## src/rtl/amo_pkg.sv

```systemverilog
package amo_pkg;
  typedef enum logic [2:0] {
    OP_LOAD  = 3'd0,
    OP_STORE = 3'd1,
    OP_TAS   = 3'd2,
    OP_FOP   = 3'd3,
    OP_SWAP  = 3'd4,
    OP_CAS   = 3'd5,
    OP_RSV6  = 3'd6,
    OP_RSV7  = 3'd7
  } amo_op_e;

  typedef enum logic [1:0] {
    FOP_INC = 2'd0,
    FOP_DEC = 2'd1,
    FOP_ADD = 2'd2,
    FOP_SUB = 2'd3
  } fop_e;

  typedef enum logic [1:0] {
    ST_IDLE = 2'd0,
    ST_RD   = 2'd1,
    ST_WR   = 2'd2,
    ST_RSP  = 2'd3
  } amo_st_e;
endpackage

```

## src/rtl/amo_alu.sv

```systemverilog
module amo_alu
  import amo_pkg::*;
#(
  parameter int DATA_W = 32
) (
  input  amo_op_e           op_i,
  input  fop_e              sub_i,
  input  logic [DATA_W-1:0] old_i,
  input  logic [DATA_W-1:0] rx_i,
  input  logic [DATA_W-1:0] ry_i,
  output logic              wr_en_o,
  output logic [DATA_W-1:0] new_o,
  output logic [DATA_W-1:0] ry_res_o,
  output logic              ok_o,
  output logic              err_o
);
  localparam logic [DATA_W-1:0] ONE = DATA_W'(1);

  always_comb begin
    wr_en_o  = 1'b0;
    new_o    = old_i;
    ry_res_o = ry_i;
    err_o    = 1'b0;
    unique case (op_i)
      OP_LOAD: ;
      OP_STORE: begin
        wr_en_o = 1'b1;
        new_o   = rx_i;
      end
      OP_TAS: begin
        if (old_i == '0) begin
          wr_en_o = 1'b1;
          new_o   = rx_i;
        end
      end
      OP_FOP: begin
        wr_en_o = 1'b1;
        unique case (sub_i)
          FOP_INC: new_o = old_i + ONE;
          FOP_DEC: new_o = old_i - ONE;
          FOP_ADD: new_o = old_i + rx_i;
          FOP_SUB: new_o = old_i - rx_i;
          default: new_o = old_i;
        endcase
      end
      OP_SWAP: begin
        wr_en_o = 1'b1;
        new_o   = rx_i;
      end
      OP_CAS: begin
        if (old_i == rx_i) begin
          wr_en_o  = 1'b1;
          new_o    = ry_i;
          ry_res_o = rx_i;
        end else begin
          ry_res_o = old_i;
        end
      end
      default: err_o = 1'b1;
    endcase
    ok_o = wr_en_o;
  end
endmodule

```

## src/rtl/amo_mem.sv

```systemverilog
module amo_mem #(
  parameter int DATA_W = 32,
  parameter int ADDR_W = 4
) (
  input  logic              clk_i,
  input  logic              rst_ni,
  input  logic [ADDR_W-1:0] rd_addr_i,
  output logic [DATA_W-1:0] rd_data_o,
  input  logic              we_i,
  input  logic [ADDR_W-1:0] wr_addr_i,
  input  logic [DATA_W-1:0] wr_data_i
);
  localparam int DEPTH = 1 << ADDR_W;

  logic [DATA_W-1:0] mem_q [DEPTH];

  for (genvar g = 0; g < DEPTH; g++) begin : g_word
    always_ff @(posedge clk_i or negedge rst_ni) begin
      if (!rst_ni)                                 mem_q[g] <= '0;
      else if (we_i && wr_addr_i == ADDR_W'(g))    mem_q[g] <= wr_data_i;
    end
  end

  assign rd_data_o = mem_q[rd_addr_i];
endmodule

```

## src/rtl/amo_ctrl.sv

```systemverilog
module amo_ctrl
  import amo_pkg::*;
(
  input  logic clk_i,
  input  logic rst_ni,
  input  logic req_valid_i,
  input  logic rsp_ready_i,
  output logic req_ready_o,
  output logic accept_o,
  output logic rd_slot_o,
  output logic wr_slot_o,
  output logic rsp_valid_o
);
  amo_st_e st_q, st_d;

  assign req_ready_o = (st_q == ST_IDLE);
  assign accept_o    = req_ready_o && req_valid_i;
  assign rd_slot_o   = (st_q == ST_RD);
  assign wr_slot_o   = (st_q == ST_WR);
  assign rsp_valid_o = (st_q == ST_RSP);

  always_comb begin
    st_d = st_q;
    unique case (st_q)
      ST_IDLE: if (req_valid_i) st_d = ST_RD;
      ST_RD:   st_d = ST_WR;
      ST_WR:   st_d = ST_RSP;
      ST_RSP:  if (rsp_ready_i) st_d = ST_IDLE;
      default: st_d = ST_IDLE;
    endcase
  end

  always_ff @(posedge clk_i or negedge rst_ni) begin
    if (!rst_ni) st_q <= ST_IDLE;
    else         st_q <= st_d;
  end

  a_r1_busy_after_accept: assert property (@(posedge clk_i) disable iff (!rst_ni)
    accept_o |=> !req_ready_o);
  a_r1_free_after_rsp: assert property (@(posedge clk_i) disable iff (!rst_ni)
    (rsp_valid_o && rsp_ready_i) |=> req_ready_o);
  a_r1_rsp_latency: assert property (@(posedge clk_i) disable iff (!rst_ni)
    rd_slot_o |=> ##1 rsp_valid_o);
endmodule

```

## src/rtl/amo_unit.sv

```systemverilog
module amo_unit
  import amo_pkg::*;
#(
  parameter int DATA_W = 32,
  parameter int ADDR_W = 4
) (
  input  logic              clk_i,
  input  logic              rst_ni,
  input  logic              req_valid_i,
  output logic              req_ready_o,
  input  logic [2:0]        req_op_i,
  input  logic [1:0]        req_sub_i,
  input  logic [ADDR_W-1:0] req_addr_i,
  input  logic [DATA_W-1:0] req_rx_i,
  input  logic [DATA_W-1:0] req_ry_i,
  output logic              rsp_valid_o,
  input  logic              rsp_ready_i,
  output logic [DATA_W-1:0] rsp_old_o,
  output logic [DATA_W-1:0] rsp_ry_o,
  output logic              rsp_ok_o,
  output logic              rsp_err_o
);
  logic accept, rd_slot, wr_slot;

  amo_op_e           op_q;
  fop_e              sub_q;
  logic [ADDR_W-1:0] addr_q;
  logic [DATA_W-1:0] rx_q, ry_q, old_q, rd_data;

  logic              alu_we, alu_ok, alu_err;
  logic [DATA_W-1:0] alu_new, alu_ry;
  logic              mem_we;

  amo_ctrl u_ctrl (
    .clk_i       (clk_i),
    .rst_ni      (rst_ni),
    .req_valid_i (req_valid_i),
    .rsp_ready_i (rsp_ready_i),
    .req_ready_o (req_ready_o),
    .accept_o    (accept),
    .rd_slot_o   (rd_slot),
    .wr_slot_o   (wr_slot),
    .rsp_valid_o (rsp_valid_o)
  );

  always_ff @(posedge clk_i or negedge rst_ni) begin
    if (!rst_ni) begin
      op_q   <= OP_LOAD;
      sub_q  <= FOP_INC;
      addr_q <= '0;
      rx_q   <= '0;
      ry_q   <= '0;
    end else if (accept) begin
      op_q   <= amo_op_e'(req_op_i);
      sub_q  <= fop_e'(req_sub_i);
      addr_q <= req_addr_i;
      rx_q   <= req_rx_i;
      ry_q   <= req_ry_i;
    end
  end

  // read slot: capture the word; write slot uses only this copy
  always_ff @(posedge clk_i or negedge rst_ni) begin
    if (!rst_ni)      old_q <= '0;
    else if (rd_slot) old_q <= rd_data;
  end

  amo_alu #(.DATA_W(DATA_W)) u_alu (
    .op_i     (op_q),
    .sub_i    (sub_q),
    .old_i    (old_q),
    .rx_i     (rx_q),
    .ry_i     (ry_q),
    .wr_en_o  (alu_we),
    .new_o    (alu_new),
    .ry_res_o (alu_ry),
    .ok_o     (alu_ok),
    .err_o    (alu_err)
  );

  assign mem_we = wr_slot && alu_we;

  amo_mem #(.DATA_W(DATA_W), .ADDR_W(ADDR_W)) u_mem (
    .clk_i     (clk_i),
    .rst_ni    (rst_ni),
    .rd_addr_i (addr_q),
    .rd_data_o (rd_data),
    .we_i      (mem_we),
    .wr_addr_i (addr_q),
    .wr_data_i (alu_new)
  );

  always_ff @(posedge clk_i or negedge rst_ni) begin
    if (!rst_ni) begin
      rsp_old_o <= '0;
      rsp_ry_o  <= '0;
      rsp_ok_o  <= 1'b0;
      rsp_err_o <= 1'b0;
    end else if (wr_slot) begin
      rsp_old_o <= old_q;
      rsp_ry_o  <= alu_ry;
      rsp_ok_o  <= alu_ok;
      rsp_err_o <= alu_err;
    end
  end

  a_r2_rsp_hold: assert property (@(posedge clk_i) disable iff (!rst_ni)
    (rsp_valid_o && !rsp_ready_i) |=> rsp_valid_o && $stable(rsp_old_o) &&
      $stable(rsp_ry_o) && $stable(rsp_ok_o) && $stable(rsp_err_o));
  a_r8_err_no_ok: assert property (@(posedge clk_i) disable iff (!rst_ni)
    (rsp_valid_o && rsp_err_o) |-> !rsp_ok_o);
  a_r1_write_after_read: assert property (@(posedge clk_i) disable iff (!rst_ni)
    mem_we |-> $past(rd_slot));
  a_r8_no_write_on_err: assert property (@(posedge clk_i) disable iff (!rst_ni)
    (wr_slot && alu_err) |-> !mem_we);
endmodule

```

## config.mk

```make
export PLATFORM = sky130hd
export DESIGN_NAME = amo_unit
export DESIGN_NICKNAME = d
export VERILOG_FILES = /design/src/rtl/amo_pkg.sv /design/src/rtl/amo_alu.sv /design/src/rtl/amo_mem.sv /design/src/rtl/amo_ctrl.sv /design/src/rtl/amo_unit.sv
export SDC_FILE = /design/constraint.sdc
export NUM_CORES = 2
export LEC_CHECK = 0
export BUFFER_PORTS_ARGS = -buffer_cell sky130_fd_sc_hd__buf_4
export CAP_MARGIN = 5
export CORE_ASPECT_RATIO = 0.75
export CORE_MARGIN = 4
export CORE_UTILIZATION = 30
export CTS_CLUSTER_DIAMETER = 30
export DETAILED_ROUTE_END_ITERATION = 16
export PLACE_DENSITY = 0.42
export SLEW_MARGIN = 10
export SYNTH_ARGS = -nofsm -noshare
export SYNTH_HDL_FRONTEND = slang
export SYNTH_HIERARCHICAL = 1
export SYNTH_SLANG_ARGS = --single-unit
export TNS_END_PERCENT = 10
```

## constraint.sdc

```tcl
create_clock -name clk_i -period 12.2 [get_ports clk_i]
set_input_delay 2.44 -clock clk_i [delete_from_list [all_inputs] [get_ports clk_i]]
set_output_delay 2.44 -clock clk_i [all_outputs]
set_load 0.03 [all_outputs]
```

* Yosys cells after proc, flatten, opt, wreduce, memory -nomap -nowiden
Cells that the tools add are included.
** Word-level totals
- Word-level logic and storage cells :: 105
- Output and inout port bits :: 68
- Register bits after elaboration :: 685
** Operators by class
- $lt $le $gt $ge :: 1
- Bitwise logic cells :: 1
- Equality and inequality tests :: 29
- Multiplexer cells :: 16
- Reductions and logical operators :: 27
- Add/sub/neg operators :: 4
** Operator list (count)
- 32-bit case mux with 4 select lines :: 2
- 32-bit 2-to-1 mux :: 6
- 32-bit binary-select mux with 4-bit select :: 1
- 32-bit by 1-bit adder with 32-bit output (second input constant) :: 1
- 32-bit adder :: 1
- 32-bit == test :: 1
- 4-bit == test (second input constant) :: 8
- 32-bit logical NOT :: 1
- 32-bit by 1-bit subtractor with 32-bit output (second input constant) :: 1
- 32-bit subtractor :: 1
- 1-bit logical AND :: 18
- 4-bit by 3-bit == test with 1-bit output (second input constant) :: 4
- 2-bit == test (second input constant) :: 4
- 4-bit by 2-bit == test with 1-bit output (second input constant) :: 2
- 2-bit case mux with 4 select lines :: 1
- 3-bit by 2-bit == test with 1-bit output (second input constant) :: 2
- 3-bit == test (second input constant) :: 2
- 6-bit OR reduction :: 1
- 5-bit greater-or-equal comparator (second input constant) :: 1
- 4-bit NOT with 5-bit output :: 1
- 2-bit by 1-bit == test with 1-bit output (second input constant) :: 2
- 4-bit by 1-bit == test with 1-bit output (second input constant) :: 1
- 2-bit logical NOT :: 2
- 4-bit logical NOT :: 1
- other kinds (10) :: 13

* Longest topological paths before layout
- Depth in word-level cells :: 5
- Gate-level depth with buffers :: 18
- Gate-level depth less buffers :: 16

* Hierarchy
The synthesis kept the hierarchy.
** By module, submodules not included
- amo_mem :: area each 22770.6 sq um, cells each 1405, times used 1
- amo_unit :: area each 6490.0 sq um, cells each 362, times used 1
- amo_alu :: area each 6010.8 sq um, cells each 998, times used 1
- amo_ctrl :: area each 166.4 sq um, cells each 14, times used 1

* Worst setup path after synthesis
No wires, ideal clock.
- Kind :: reg-to-reg
- Start point :: reg sub_q[0]
- End point :: reg u_mem/mem_q[28] in the netlist's numbering
- Arrival time :: 3956 ps
- Required time :: 12075 ps
- Path slack :: 8119 ps
- Cell stages (with the launch flop) :: 19
- Setup time :: 125 ps
- Clock period less this slack :: 4081 ps
- Cell sequence :: dfrtp_1 > inv_1 > ha_1 > clkbuf_1 > a211o_1 > ha_1 > inv_1 > fa_1 > nand2b_1 > a21o_1 > a31oi_4 > a31oi_4 > o31ai_4 > mux2i_1 > o21ai_1 > nand3_1 > o32a_1 > clkbuf_1 > mux2_2
** Between the ends
- Cells in the longest elaborated chain, start to end :: 3
- Elaborated cells between the ends (all ways) :: 6
- Classes of those cells :: eq/ne (3); mux (2); reduce/logical (1)
** RTL lines
- from (decl) :: line amo_unit.sv:26 : fop_e sub_q;
- from (signal assigned) :: line amo_unit.sv:55 : sub_q <= fop_e'(req_sub_i);
- 2-bit == test (tied with other cells) :: line amo_alu.sv:38 : unique case (sub_i)
- 32-bit case mux with 4 select lines * :: line amo_alu.sv:38
- 32-bit case mux with 4 select lines * :: line amo_alu.sv:24 : unique case (op_i)
- via alu_new[28] :: line amo_unit.sv:31 : logic [DATA_W-1:0] alu_new, alu_ry;
- to (signal, indexed assignment) :: line amo_mem.sv:20 : else if (we_i && wr_addr_i == ADDR_W'(g)) mem_q[g] <= wr_data_i;
- to (decl) :: line amo_mem.sv:15 : logic [DATA_W-1:0] mem_q [DEPTH];
The timed path passes the listed nets; every way through them passes the cells marked *.
A chain may end at the register's enable or synchronous reset.

* Worst setup path in the final report
- Start point :: reg sub_q[0]
- End point :: reg u_mem/mem_q[159] in the netlist's numbering
The elaborated chain is that of the path after synthesis.

==> impl_metrics.env <==
export IMPL_status="finished, final reports clean"
export IMPL_cts_resized=0
export IMPL_fin_crit_ns=6.324
export IMPL_cts_tree="done"
export IMPL_syn_nets=2927
export IMPL_ant_nets=0
export IMPL_syn_area_per_cell_um2=12.75
export IMPL_finalWeightedCongestion=0.9011
export IMPL_num_vias=24480
export IMPL_cts_buffers=142
export IMPL_pwr_share_clk=0.308
export IMPL_fin_area_um2=43280
export IMPL_wirelength_mm=119.6
export IMPL_io_buffer_count=144
export IMPL_dp_hpwl_mm=77.48
export IMPL_fp_dieH_um=305.7
export IMPL_critical_path_max_fanout=32
export IMPL_cts_root_buf="clkbuf_16"
export IMPL_power_leakage_nw=20.11
export IMPL_comb_power_share=0.411
export IMPL_maxCapViolCount=0
export IMPL_syn_cell_area_um2=35440
export IMPL_drcViolationCount=0
export IMPL_clk_pin_slew_ns=0.05
export IMPL_p_sw_w=0.005216
export IMPL_clock_sinks=685
export IMPL_dr_pass1_iters=6
export IMPL_synth_cell_types=73
export IMPL_pin_count=145
export IMPL_finClkSkew_ns=0.02575
export IMPL_required_ns=12.78
export IMPL_synth_enable_flop_cells=0
export IMPL_routedWlPerCell_um=26.11
export IMPL_switching_share=0.3911
export IMPL_worstSetupPathType="reg -> reg"
export IMPL_tns_ns=0
export IMPL_cts_htree_levels=4
export IMPL_post_drt_via_cell_ratio=5.343
export IMPL_clk_path_buf_depth=3
export IMPL_synth_main_ff_cell="dfrtp_1"
export IMPL_worstMarginPinSlew_ns=1.188
export IMPL_internal_power_w=0.008119
export IMPL_synthArstFlopShare=1.000
export IMPL_yosysWarnings=6
export IMPL_rsz0062_at_grt="no"
export IMPL_clock_latency_ns=0.72
export IMPL_cts_setup_buffers=0
export IMPL_grt_pass1_wl_mm=177.8
export IMPL_postPlaceCellArea_um2=38120
export IMPL_area_delta_synth_final_pct=22.14
export IMPL_antenna_found_initial=2
export IMPL_start_kind="register"
export IMPL_grt_overflow_total=0
export IMPL_holdBufCountCts=0
export IMPL_hp_class="reg -> reg"
export IMPL_hold_viol_final=0
export IMPL_critPathArrivalTime_ns=6.90
export IMPL_core_area_um2=116500
export IMPL_setup_violations=0
export IMPL_grt_max_degree=186
export IMPL_yosysSeqAreaShare=0.4837
export IMPL_finalMaxSlewViolations=0
export IMPL_fin_crit_sh=0.5184
export IMPL_fmax_mhz=158.1
export IMPL_relSlewSlack=0.2081
export IMPL_critPathCaptureType="register"
export IMPL_synth_seq_cells=685
export IMPL_rows=108
export IMPL_nets=3074
export IMPL_grt_usage=0.1926
export IMPL_drtIter0Drc=2164
export IMPL_p_per_area_nw_per_um2=308.1
export IMPL_rrSetupSlack_ns=5.88
export IMPL_drive_gt1_frac=0.4258
export IMPL_seq_power_share=0.281
export IMPL_die_area_um2=123700
export IMPL_fp_dieW_um=404.9
export IMPL_grt_pass1_vias=25590
export IMPL_syn_inst=2779
export IMPL_initial_core_util=0.3042
export IMPL_vdd_drop_max_uv=192.9
final timing paths:
| check | start | to | cells past startpoint |
|---|---|---|---|
| setup reg to reg | sub_q[0] | u_mem/mem_q[159] | 17 |
| min in group asynchronous | rst_ni | u_mem/mem_q[36] | 1 |
| max in group asynchronous | rst_ni | old_q[23] | 3 |
| hold / removal | u_mem/mem_q[98] | u_mem/mem_q[98] | 1 |
| setup / recovery | sub_q[0] | u_mem/mem_q[159] | 17 |
| hold reg to reg | u_mem/mem_q[98] | u_mem/mem_q[98] | 1 |
through the flow:
step | utilization | setup slack (ns) | std cells | total power, W | hold slack [ns]
CTS | 0.3713 | 6.183 | 4579 | 0.01341 | 0.4906
floorplan | - | 8.119 | 2779 | 0.007164 | 0.4526
global placement | 0.3272 | 6.220 | 4319 | 0.009116 | 0.4687
finish | 0.3716 | 5.876 | 4582 | 0.01333 | 0.4849
global route | 0.3716 | 5.675 | 4581 | 0.01405 | 0.5040
detailed placement | 0.3273 | 6.222 | 4320 | 0.009210 | 0.4802
cells by family after synthesis:
family | after synthesis | share of synthesized area
multiplexers | 822 | 0.3048
adder cells (fa/ha/maj) | 71 | 0.02549
XOR/XNOR | 42 | 0.01038
flip-flops | 685 | 0.4837
AND/OR/NAND/NOR | 404 | 0.05328
AO/OA/AOI/OAI | 482 | 0.08806
buffers and inverters | 273 | 0.03432
worst max-delay path: stages, from the launching register on:
cell,delay [ns]
dfrtp_1,0.41
inv_1,0.07
ha_1,0.14
buf_4,0.47
a21oi_1,0.13
or2_2,0.31
inv_1,0.06
ha_1,0.23
a211oi_1,0.33
nor2_1,0.14
o311ai_1,0.88
a21oi_1,0.38
o211ai_1,0.62
a21oi_1,0.25
o22ai_1,0.74
o31a_1,0.24
nand2_1,0.34
mux2_2,0.42
cell usage after synthesis (16+ instances only):
| cell type | count | area (um2) |
|---|---|---|
| inv_1 | 65 | 244.0 |
| mux2_2 | 644 | 7252 |
| a31oi_1 | 16 | 100.1 |
| ha_1 | 69 | 863.3 |
| clkbuf_1 | 110 | 412.9 |
| a22oi_1 | 70 | 525.5 |
| nor2_1 | 124 | 465.5 |
| nand3_1 | 30 | 150.1 |
| mux4_2 | 128 | 2883 |
| xnor2_1 | 30 | 262.8 |
| mux2_4 | 30 | 450.4 |
| a21o_1 | 32 | 240.2 |
| nor3_1 | 16 | 80.08 |
| buf_2 | 73 | 365.4 |
| o21ai_0 | 84 | 420.4 |
| a21oi_1 | 157 | 785.8 |
| nand2_1 | 130 | 488.0 |
| nand2b_1 | 18 | 112.6 |
| dfrtp_1 | 685 | 17140 |
final cells by class:
class	instances	area [um2]
inverter	66	247.7
tap	1540	1927
sequential	685	17150
multi-input combinational	1821	17220
fill	11200	73200
timing repair buffer	210	1609
clock inverter	69	1080
clock buffer	190	4050
antenna	1	2.502
sequential cells by signal (all words and copies together) (netlist names):
name / cells
ry_q: 32
u_ctrl/st_q: 2
addr_q: 4
rsp_ok_o: 1
rsp_ry_o: 32
op_q: 3
rsp_old_o: 32
rsp_err_o: 1
rx_q: 32
old_q: 32
sub_q: 2
u_mem/mem_q: 512
metal layers:
layer	part of all wire	global-route usage	vias up	routed length (um)
met3	0.063	0.04294	153	7502
met4	0.019	0.05223	0	2238
met1	0.51	0.2979	12960	60750
li1	-	-	10650	-
met5	0	0	-	0
met2	0.41	0.2674	724	49140
placed cells by master, fill, tap and decap left out, drive strengths merged, types with 7 or more instances in the layout:
cell / instances
a21oi: 158
nand3b: 7
a22o: 13
o211ai: 11
xor2: 12
and3: 14
dfrtp: 685
mux4: 128
a221oi: 11
clkinv: 26
nand2: 130
a21o: 32
buf: 210
inv: 73
o221ai: 10
clkinvlp: 13
nor2b: 10
nand2b: 18
nor4: 12
nand4: 10
nor2: 125
a211oi: 8
mux2i: 8
mux2: 686
o21bai: 7
o21ai: 89
or3: 11
clkbuf: 190
o21a: 14
nand3: 30
a22oi: 70
nor3: 16
xnor2: 30
bufinv: 23
ha: 69
a31oi: 19
power groups by stage:
stage               registers, W  clock network (W)  logic (W)
detailed placement       0.00379                  0    0.00542
finish                   0.00375            0.00411    0.00548
CTS                      0.00375            0.00420    0.00545
floorplan                0.00363                  0    0.00353
global route             0.00386            0.00432    0.00588
global placement         0.00374                  0    0.00538
(Power assumes the default switching activity.)
